`config.mk`:
```
export PLATFORM = sky130hd
export DESIGN_NAME = evb_top
export DESIGN_NICKNAME = d
export VERILOG_FILES = /design/src/rtl/evb_pkg.sv /design/src/rtl/evb_fifo.sv /design/src/rtl/evb_throttle.sv /design/src/rtl/evb_framer.sv /design/src/rtl/evb_top.sv
export SDC_FILE = /design/constraint.sdc
export NUM_CORES = 2
export LEC_CHECK = 0
export BUFFER_PORTS_ARGS = -buffer_cell sky130_fd_sc_hd__buf_2
export CORE_MARGIN = 8
export CORE_UTILIZATION = 50
export DETAILED_ROUTE_END_ITERATION = 8
export PLACE_DENSITY = 0.67
export REMOVE_ABC_BUFFERS = 1
export SLEW_MARGIN = 0
export SYNTH_ARGS = -nofsm -noshare
export SYNTH_HDL_FRONTEND = slang
export SYNTH_SLANG_ARGS = --single-unit
```
`constraint.sdc`:
```
create_clock -name clk -period 15.25 [get_ports clk]
set_input_delay 1.525 -clock clk [delete_from_list [all_inputs] [get_ports clk]]
set_output_delay 1.525 -clock clk [all_outputs]
set_load 0.05 [all_outputs]
```
`src/rtl/evb_pkg.sv`:
```
package evb_pkg;
  localparam int WORD_W = 64;
  localparam int TYPE_W = 4;
  localparam int EVN_W  = 24;
  localparam int BX_W   = 12;
  localparam int SID_W  = 12;
  localparam int LEN_W  = 24;
  localparam int CRC_W  = 16;
  localparam int TAG_W  = TYPE_W + EVN_W + BX_W;
  localparam int BEAT_W = 2 + TAG_W + WORD_W;

  localparam logic [7:0]       HDR_MARK = 8'h50;
  localparam logic [7:0]       TRL_MARK = 8'hA0;
  localparam logic [CRC_W-1:0] CRC_POLY = 16'h1021;
  localparam logic [CRC_W-1:0] CRC_SEED = 16'hFFFF;

  typedef struct packed {
    logic [TYPE_W-1:0] etype;
    logic [EVN_W-1:0]  evn;
    logic [BX_W-1:0]   bx;
  } tag_t;

  typedef struct packed {
    logic              last;
    logic              empty;
    tag_t              tag;
    logic [WORD_W-1:0] data;
  } beat_t;

  typedef enum logic [1:0] {ST_HDR, ST_PAY, ST_TRL} fst_t;

  // Bit-serial CRC over one word, MSB first.
  function automatic logic [CRC_W-1:0] crc_word(input logic [CRC_W-1:0] c,
                                                input logic [WORD_W-1:0] w);
    logic [CRC_W-1:0] r;
    logic             fb;
    r = c;
    for (int i = WORD_W - 1; i >= 0; i--) begin
      fb = r[CRC_W-1] ^ w[i];
      r  = {r[CRC_W-2:0], 1'b0};
      if (fb) r = r ^ CRC_POLY;
    end
    return r;
  endfunction

  function automatic logic [WORD_W-1:0] make_header(input tag_t t,
                                                    input logic [SID_W-1:0] sid,
                                                    input logic err);
    return {HDR_MARK, t.etype, t.evn, t.bx, sid, 3'b000, err};
  endfunction

  function automatic logic [WORD_W-1:0] make_trailer(input logic [LEN_W-1:0] len,
                                                     input logic [CRC_W-1:0] crc);
    return {TRL_MARK, len, crc, 16'h0000};
  endfunction
endpackage

```
`src/rtl/evb_fifo.sv`:
```
module evb_fifo #(
  parameter int W     = 8,
  parameter int DEPTH = 8,
  parameter int CW    = $clog2(DEPTH + 1)
) (
  input  logic          clk,
  input  logic          rst,
  input  logic          wr_valid,
  output logic          wr_ready,
  input  logic [W-1:0]  wr_data,
  output logic          rd_valid,
  output logic [W-1:0]  rd_data,
  input  logic          rd_pop,
  output logic [CW-1:0] level
);
  localparam int AW = (DEPTH > 1) ? $clog2(DEPTH) : 1;

  logic [W-1:0]  mem [DEPTH];
  logic [AW-1:0] wp, rp;
  logic [CW-1:0] cnt;
  logic          push, pull;

  assign wr_ready = (cnt != CW'(DEPTH));
  assign rd_valid = (cnt != '0);
  assign rd_data  = mem[rp];
  assign level    = cnt;
  assign push     = wr_valid && wr_ready;
  assign pull     = rd_pop && rd_valid;

  always_ff @(posedge clk) begin
    if (push) mem[wp] <= wr_data;
  end

  always_ff @(posedge clk) begin
    if (rst) begin
      wp  <= '0;
      rp  <= '0;
      cnt <= '0;
    end else begin
      if (push) wp <= (wp == AW'(DEPTH - 1)) ? '0 : wp + AW'(1);
      if (pull) rp <= (rp == AW'(DEPTH - 1)) ? '0 : rp + AW'(1);
      cnt <= cnt + CW'(push) - CW'(pull);
    end
  end
endmodule

```
`src/rtl/evb_throttle.sv`:
```
module evb_throttle #(
  parameter int NSRC = 3,
  parameter int CW   = 4,
  parameter int HI   = 6,
  parameter int LO   = 4
) (
  input  logic               clk,
  input  logic               rst,
  input  logic [NSRC*CW-1:0] levels,
  output logic               throttle
);
  logic any_hi, all_lo;

  always_comb begin
    any_hi = 1'b0;
    all_lo = 1'b1;
    for (int i = 0; i < NSRC; i++) begin
      if (levels[i*CW +: CW] >= CW'(HI)) any_hi = 1'b1;
      if (levels[i*CW +: CW] >= CW'(LO)) all_lo = 1'b0;
    end
  end

  always_ff @(posedge clk) begin
    if (rst)         throttle <= 1'b0;
    else if (any_hi) throttle <= 1'b1;
    else if (all_lo) throttle <= 1'b0;
  end
endmodule

```
`src/rtl/evb_framer.sv`:
```
module evb_framer
  import evb_pkg::*;
#(
  parameter int              NSRC   = 3,
  parameter logic [SID_W-1:0] SRC_ID = 12'h001
) (
  input  logic                   clk,
  input  logic                   rst,
  input  logic [NSRC-1:0]        head_valid,
  input  logic [NSRC*BEAT_W-1:0] heads,
  output logic [NSRC-1:0]        pop,
  output logic                   out_valid,
  input  logic                   out_ready,
  output logic [WORD_W-1:0]      out_data,
  output logic                   out_last,
  output logic                   hdr_fire,
  output logic                   mismatch
);
  localparam int IW = (NSRC > 1) ? $clog2(NSRC) : 1;

  beat_t             hb [NSRC];
  beat_t             cur;
  fst_t              st;
  logic [IW-1:0]     idx;
  logic [LEN_W-1:0]  len;
  logic [CRC_W-1:0]  crc;
  logic              all_valid, fire, pay_pop, frag_end;
  logic [WORD_W-1:0] hdr_word, trl_word;
  logic [LEN_W-1:0]  trl_len;

  for (genvar g = 0; g < NSRC; g++) begin : g_unpack
    assign hb[g] = beat_t'(heads[g*BEAT_W +: BEAT_W]);
  end

  assign cur       = hb[idx];
  assign all_valid = &head_valid;

  always_comb begin
    mismatch = 1'b0;
    for (int i = 1; i < NSRC; i++)
      if (hb[i].tag.evn != hb[0].tag.evn) mismatch = 1'b1;
  end

  assign hdr_word = make_header(hb[0].tag, SRC_ID, mismatch);
  assign trl_len  = len + LEN_W'(1);
  assign trl_word = make_trailer(trl_len, crc_word(crc, make_trailer(trl_len, '0)));

  always_comb begin
    out_valid = 1'b0;
    out_last  = 1'b0;
    out_data  = hdr_word;
    case (st)
      ST_HDR: out_valid = all_valid;
      ST_PAY: begin
        out_valid = head_valid[idx] && !cur.empty;
        out_data  = cur.data;
      end
      default: begin
        out_valid = 1'b1;
        out_last  = 1'b1;
        out_data  = trl_word;
      end
    endcase
  end

  assign fire     = out_valid && out_ready;
  assign hdr_fire = fire && (st == ST_HDR);
  assign pay_pop  = (st == ST_PAY) && head_valid[idx] && (cur.empty || out_ready);
  assign frag_end = pay_pop && (cur.empty || cur.last);

  always_comb begin
    for (int i = 0; i < NSRC; i++) pop[i] = pay_pop && (idx == IW'(i));
  end

  always_ff @(posedge clk) begin
    if (rst) begin
      st  <= ST_HDR;
      idx <= '0;
      len <= '0;
      crc <= CRC_SEED;
    end else begin
      case (st)
        ST_HDR: if (fire) begin
          crc <= crc_word(CRC_SEED, hdr_word);
          len <= LEN_W'(1);
          idx <= '0;
          st  <= ST_PAY;
        end
        ST_PAY: begin
          if (fire) begin
            crc <= crc_word(crc, cur.data);
            len <= len + LEN_W'(1);
          end
          if (frag_end) begin
            if (idx == IW'(NSRC - 1)) st <= ST_TRL;
            else                      idx <= idx + IW'(1);
          end
        end
        default: if (fire) st <= ST_HDR;
      endcase
    end
  end
endmodule

```
`src/rtl/evb_top.sv`:
```
module evb_top
  import evb_pkg::*;
#(
  parameter int               NSRC   = 3,
  parameter int               DEPTH  = 8,
  parameter logic [SID_W-1:0] SRC_ID = 12'h001
) (
  input  logic                   clk,
  input  logic                   rst,
  input  logic [NSRC-1:0]        in_valid,
  output logic [NSRC-1:0]        in_ready,
  input  logic [NSRC*WORD_W-1:0] in_data,
  input  logic [NSRC-1:0]        in_last,
  input  logic [NSRC-1:0]        in_empty,
  input  logic [NSRC*TAG_W-1:0]  in_tag,
  output logic                   out_valid,
  input  logic                   out_ready,
  output logic [WORD_W-1:0]      out_data,
  output logic                   out_last,
  output logic                   throttle
);
  localparam int CW = $clog2(DEPTH + 1);
  localparam int HI = (DEPTH * 3) / 4;
  localparam int LO = DEPTH / 2;

  logic [NSRC*CW-1:0]     fifo_level;
  logic [NSRC-1:0]        head_valid;
  logic [NSRC*BEAT_W-1:0] heads;
  logic [NSRC-1:0]        src_pop;
  logic                   hdr_fire;
  logic                   evn_mismatch;

  for (genvar g = 0; g < NSRC; g++) begin : g_src
    beat_t wbeat;
    assign wbeat = '{last:  in_last[g],
                     empty: in_empty[g],
                     tag:   tag_t'(in_tag[g*TAG_W +: TAG_W]),
                     data:  in_data[g*WORD_W +: WORD_W]};

    evb_fifo #(.W(BEAT_W), .DEPTH(DEPTH), .CW(CW)) u_fifo (
      .clk      (clk),
      .rst      (rst),
      .wr_valid (in_valid[g]),
      .wr_ready (in_ready[g]),
      .wr_data  (wbeat),
      .rd_valid (head_valid[g]),
      .rd_data  (heads[g*BEAT_W +: BEAT_W]),
      .rd_pop   (src_pop[g]),
      .level    (fifo_level[g*CW +: CW])
    );
  end

  evb_framer #(.NSRC(NSRC), .SRC_ID(SRC_ID)) u_framer (
    .clk        (clk),
    .rst        (rst),
    .head_valid (head_valid),
    .heads      (heads),
    .pop        (src_pop),
    .out_valid  (out_valid),
    .out_ready  (out_ready),
    .out_data   (out_data),
    .out_last   (out_last),
    .hdr_fire   (hdr_fire),
    .mismatch   (evn_mismatch)
  );

  evb_throttle #(.NSRC(NSRC), .CW(CW), .HI(HI), .LO(LO)) u_thr (
    .clk      (clk),
    .rst      (rst),
    .levels   (fifo_level),
    .throttle (throttle)
  );
endmodule

```
# == Word-level counts from Yosys, hierarchy flattened ==
# Memories as Yosys holds them, arrays and structs flattened. A register that Yosys moved wholly into a read port is not among the register bits.
# Index checks and enable logic that the tools add are counted.
# totals
register_bits,75
ramBits,2544
inputBits,324
output_inout_bits,70
word_cells,1027
n_memories,3
# memory_table
memory,words,word_bits,rd,rd_clocked_by_memory_dff,write_ports,line_no,rtl
g_src[0].u_fifo.mem,8,106,1,1,1,evb_fifo.sv:18,logic [W-1:0] mem [DEPTH];
g_src[1].u_fifo.mem,8,106,1,1,1,evb_fifo.sv:18,
g_src[2].u_fifo.mem,8,106,1,1,1,evb_fifo.sv:18,
# op_classes
n_addsub,14
magnitude_cmp,8
eq_ne,19
mux,619
bitwise,320
reduce_logical,30
# ops
op,count
16-bit two-way mux,380
13-bit two-way mux,191
3-bit inverter,190
106-bit binary-select mux with 2-bit select,1
106-bit two-way mux,2
1-bit bitwise XOR,129
64-bit one-hot mux with 2 select lines,1
24-bit two-way mux,2
24-bit != test,2
24-bit one-hot mux with 2 select lines,1
3-bit two-way mux,12
16-bit one-hot mux with 2 select lines,1
24-bit by 1-bit adder with 24-bit output (second input constant),1
4-bit by 3-bit >= comparator with 1-bit output (second input constant),6
3-bit by 1-bit adder with 3-bit output (second input constant),6
3-bit == test (second input constant),6
1-bit two-way mux,18
1-bit logical AND,14
4-bit by 1-bit adder with 4-bit output,3
2-bit two-way mux,6
4-bit != test (second input constant),3
4-bit nonzero test,3
4-bit by 1-bit subtractor with 4-bit output,3
2-bit one-hot mux with 2 select lines,2
other kinds (17),27

# == Longest topological paths before layout ==
# logic_depth
depth_word,325
mapped_depth,29
ltp_nobuf,15

# == Hierarchy ==
# From an unflattened synthesis, not the netlist that was laid out.
# unflattened
hier_cells,5112
area_unflattened_um2,108750.6
# by_module_without_submodules
mod,n_inst,cells_each,area_per_inst_um2,seq_area_each_um2
evb_fifo at g_src[2].u_fifo,1,1302,32670.1,25724.7
evb_fifo at g_src[0].u_fifo,1,1302,32652.6,25724.7
evb_fifo at g_src[1].u_fifo,1,1302,32650.1,25724.7
evb_framer,1,1201,10729.0,880.8
evb_throttle,1,5,48.8,20.0

# == Least setup slack after synthesis ==
# No wires, ideal clock.
# synth_timing
kind,input to register
startpoint,input port in_valid[0]
endpoint,memory g_src[0].u_fifo.mem[0][0] (netlist name) (enable)
setup_time_ps,831
arrival_ps,11708
required_time_ps,14419
setup_slack_ps,2710
stages,2
path_buffers,0
path_cell_list,nand2_1 > nor4_1
# synth_via
elab_chain_len,3
# synth_lines
element,line_no,rtl
"start, declared",evb_top.sv:10,"input logic [NSRC-1:0] in_valid,"
1-bit logical AND,evb_fifo.sv:27,assign push = wr_valid && wr_ready;
1-bit two-way mux,evb_fifo.sv:31,if (push) mem[wp] <= wr_data;
1-bit two-way mux (implied by the code),evb_fifo.sv:31,
"end, declared",evb_fifo.sv:18,
# Every way passes these cells.

# == Worst setup path in the final report ==
# layout_timing
startpoint,register u_framer.len[0]
endpoint,output port out_data[28]
# layout_via
elab_chain_len,58
word_cells_on_any_way,121
cone_classes,1 x add/sub; 57 x mux; 63 x bitwise
# layout_lines
element,line_no,rtl
"start, declared",evb_framer.sv:25,logic [LEN_W-1:0] len;
"start signal, assigned",evb_framer.sv:92,len <= len + LEN_W'(1);
24-bit by 1-bit adder with 24-bit output (*),evb_framer.sv:45,assign trl_len = len + LEN_W'(1);
1-bit bitwise XOR,evb_pkg.sv:39,fb = r[CRC_W-1] ^ w[i];
13-bit two-way mux (5 in series),evb_pkg.sv:41,if (fb) r = r ^ CRC_POLY;
13-bit two-way mux or 3-bit inverter (tied branches),-,
13-bit two-way mux,evb_pkg.sv:41,
3-bit inverter (no line) or 13-bit two-way mux (tied branches),-,
13-bit two-way mux,evb_pkg.sv:41,
1-bit bitwise XOR or 13-bit two-way mux (tied branches),"evb_pkg.sv:39, evb_pkg.sv:41",
[... 34 more ...],-,
13-bit two-way mux or 3-bit inverter (tied branches),-,
3-bit inverter (no line) or 13-bit two-way mux (tied branches),-,
13-bit two-way mux (3 in series),evb_pkg.sv:41,
13-bit two-way mux (*),evb_pkg.sv:41,
13-bit two-way mux (3 in series),evb_pkg.sv:41,
3-bit inverter (no line),-,
13-bit two-way mux (*),evb_pkg.sv:41,
64-bit one-hot mux with 2 select lines (*),evb_framer.sv:52,case (st)
"end, declared",evb_top.sv:18,"output logic [WORD_W-1:0] out_data,"
# Every way passes the cells marked *; elsewhere a longest branch is shown, timed or not.

==> metrics.cfg <==
[clock_tree]
numClockSinks = 2372
cts_tree = done
clock_latency_ns = 0.90
cts_hold_buf = 0
cts_resized = 0
cts_buffers = 231
cts_buffer_depth = 3
cts_post_setup_buffers_inserted = 0
h-tree-depth = 4
path_clk_slew_ns = 0.06
ctsRootBufferMaster = clkbuf_16

[drt]
drt_iter0_markers = 5490
wl_per_cell_um = 30.5
vias_per_cell = 5.95
drtAntennaViolNets = 0
wl_um = 257000
vias = 50100
dr.pass1.iters = 6
drc_errors = 0

[layout]
fill_cells = 14800
stdcell_count = 8426
num-nets-final = 5905
drive_gt1_frac = 0.247
area_growth_syn_to_layout_pct = 12.5
mostFrequentLayoutCell = edfxtp_1
layout_common_cells = edfxtp_1 (2288), mux4_2 (455), mux2i_1 (398)
final_util = 0.565

[timing]
max_freq_mhz = 120
hold_viol = 0
period_minus_slack_ns = 8.36
final-setup-viol-count = 0
fin_skew_ns = 0.0700
setup_ws_ns = 6.89
rsz0062_at_grt = false
min_period_over_period = 0.548
final_max_slew_viol_count = 0
worst_pin_slew_ns = 1.34
relSlewSlack = 0.0825
setup_tns_ns = 0

[global_route]
grtUsageMet3 = 0.0647
grt_use_total = 0.238
met2_usage = 0.364
use_met1 = 0.329
grt_pass1_wl_um = 363000
antenna_found_initial = 123
grt_max_degree = 125
gr-total-overflow = 0
gr-max-usage-layer = met2
grt_pass1_vias = 49600

[die]
die_w_um = 461
core_area_mm2 = 0.197
dieHeight_um = 461
num_io_pins = 394
rows = 163
die_area_mm2 = 0.212
start_util = 0.502

[setup_path]
cp_max_fo = 12
r2r_end = u_framer.crc[3]
worstSetupEndpointType = output pin
ff2ff_path_depth = 16
cp_data_arrival_time_ns = 6.83
crit_type = flip-flop to output pin
required_ns = 13.73
r2r_slack_ns = 7.72
cp-start-kind = flip-flop

[flow_run]
maxCapViolations = 0

[place]
gp_congestion = 0.920
place_ws_ns = 7.69
dp.final_hpwl_um = 166000
dp_cells = 7945
port_buffers = 361

[worst_hold_path]
hold_class = flip-flop to flip-flop
min_from = g_src[2].u_fifo.rp[1]
holdPathStages = 2

[yosys]
ys_async_sr_fraction = 0
ys_ff_latch = 2372
synth_area_mm2 = 0.0988
synth-seq-area-share = 0.712
yosysTopAreaCell = edfxtp_1
synth_edf_count = 2288
syn_avg_cell_area_um2 = 19.4
ys_types = 84
synthCells = 5084
synth_warnings = 0
synth_ff_type = edfxtp_1
synth_top_area_frac = 0.695
synth.area.top_cells = edfxtp_1 (70%), mux4_2 (10%), mux2i_1 (4.0%)

[run_status]
status = completed

## cell families (layout without fill, tap and decap cells)
| logic type | after synthesis | count (layout) | synth area share |
|---|---|---|---|
| AND/OR/NAND/NOR | 547 | 547 | 0.0256 |
| AO/OA/AOI/OAI | 375 | 375 | 0.0243 |
| buffers and inverters | 289 | 937 | 0.0183 |
| XOR/XNOR | 534 | 534 | 0.0597 |
| multiplexers | 924 | 924 | 0.154 |
| flip-flops | 2372 | 2372 | 0.712 |
| adder cells (fa/ha/maj) | 43 | 43 | 0.00567 |
| other | 0 | 54 | 0 |
## routing by layer
layer	wire [um]	share of wire
met1	104000	0.40
met2	118000	0.46
met3	23800	0.093
met4	10800	0.042
met5	349	0.0014
## through the flow
| step | area (um^2) | hold slack, ns |
|---|---|---|
| after detailed placement | 103000 | 0.480 |
| after global placement | 103000 | 0.466 |
| final | 111000 | 0.496 |
| after CTS | 111000 | 0.492 |
| after global routing | 111000 | 0.515 |
| after floorplan | 97200 | 0.450 |
## registers in the layout, indices dropped and copies added, names as in the netlist, named ones only
signal	count
g_src.u_fifo.wp	9
u_framer.len	24
u_framer.st	2
g_src.u_fifo.rp	9
u_framer.crc	16
u_thr.throttle	1
u_framer.idx	2
g_src.u_fifo.mem	2288
g_src.u_fifo.level	12
## Yosys cell counts, types with 6 or more instances
cell type and number:
or3_1 8, xnor2_2 18, buf_4 69, ha_1 40, nand3_1 67, a21o_1 6
mux2_2 50, nor3_1 40, mux2i_4 6, dfxtp_1 84, nand4_1 9, mux4_1 10
nor2_1 171, a31oi_1 14, buf_6 39, xor3_1 12, xor2_1 129, nand2_1 155
inv_1 34, a221oi_1 19, buf_12 6, nor2b_1 24, and3_1 16, o22ai_1 25
clkbuf_1 73, nand2b_1 15, a21oi_1 149, o21ai_0 40, nor4_1 9, mux4_2 455
a22oi_1 56, edfxtp_1 2288, and2_1 9, mux2i_1 398, xnor2_1 309, o211ai_1 15
buf_1 21, buf_2 42, xnor3_1 53, a211oi_1 10
## area by class of cell
type,count,area [um^2],area share
clock inverter,136,1530,0.0138
inverter,37,141,0.00127
antenna,54,135,0.00122
multi-input combinational,2423,26800,0.241
sequential,2372,70400,0.633
clock buffer,291,6090,0.0547
tap,2640,3300,0.0297
timing repair buffer,473,2770,0.0249
## critical path: stages, from the launching register on
cell	delay [ns]
dfxtp_1	0.54
ha_1	0.32
nand2_1	0.37
or4_1	0.71
xnor2_2	0.35
xnor3_1	0.43
xor3_1	0.42
xnor3_2	0.52
xnor2_1	0.22
xnor3_1	0.51
xor2_1	0.48
xnor2_1	0.17
xnor2_1	0.15
a21oi_1	0.41
buf_2	0.36
## how the worst max path moves through the flow
stage,slack [ns],endpoint,cells past startpoint,start
after CTS,6.90,out_data[28],14,u_framer.len[0]
after global routing,6.68,out_data[22],15,u_framer.len[0]
final,6.89,out_data[28],14,u_framer.len[0]
after global placement,7.72,u_framer.crc[8],16,flip-flop
after detailed placement,7.69,u_framer.crc[3],16,flip-flop
after floorplan,2.68,g_src[0].u_fifo.mem[0][0],2,in_valid[0]
Power is not shown: default switching activity piles up to over one toggle a cycle in this logic, so the estimate is an artifact.
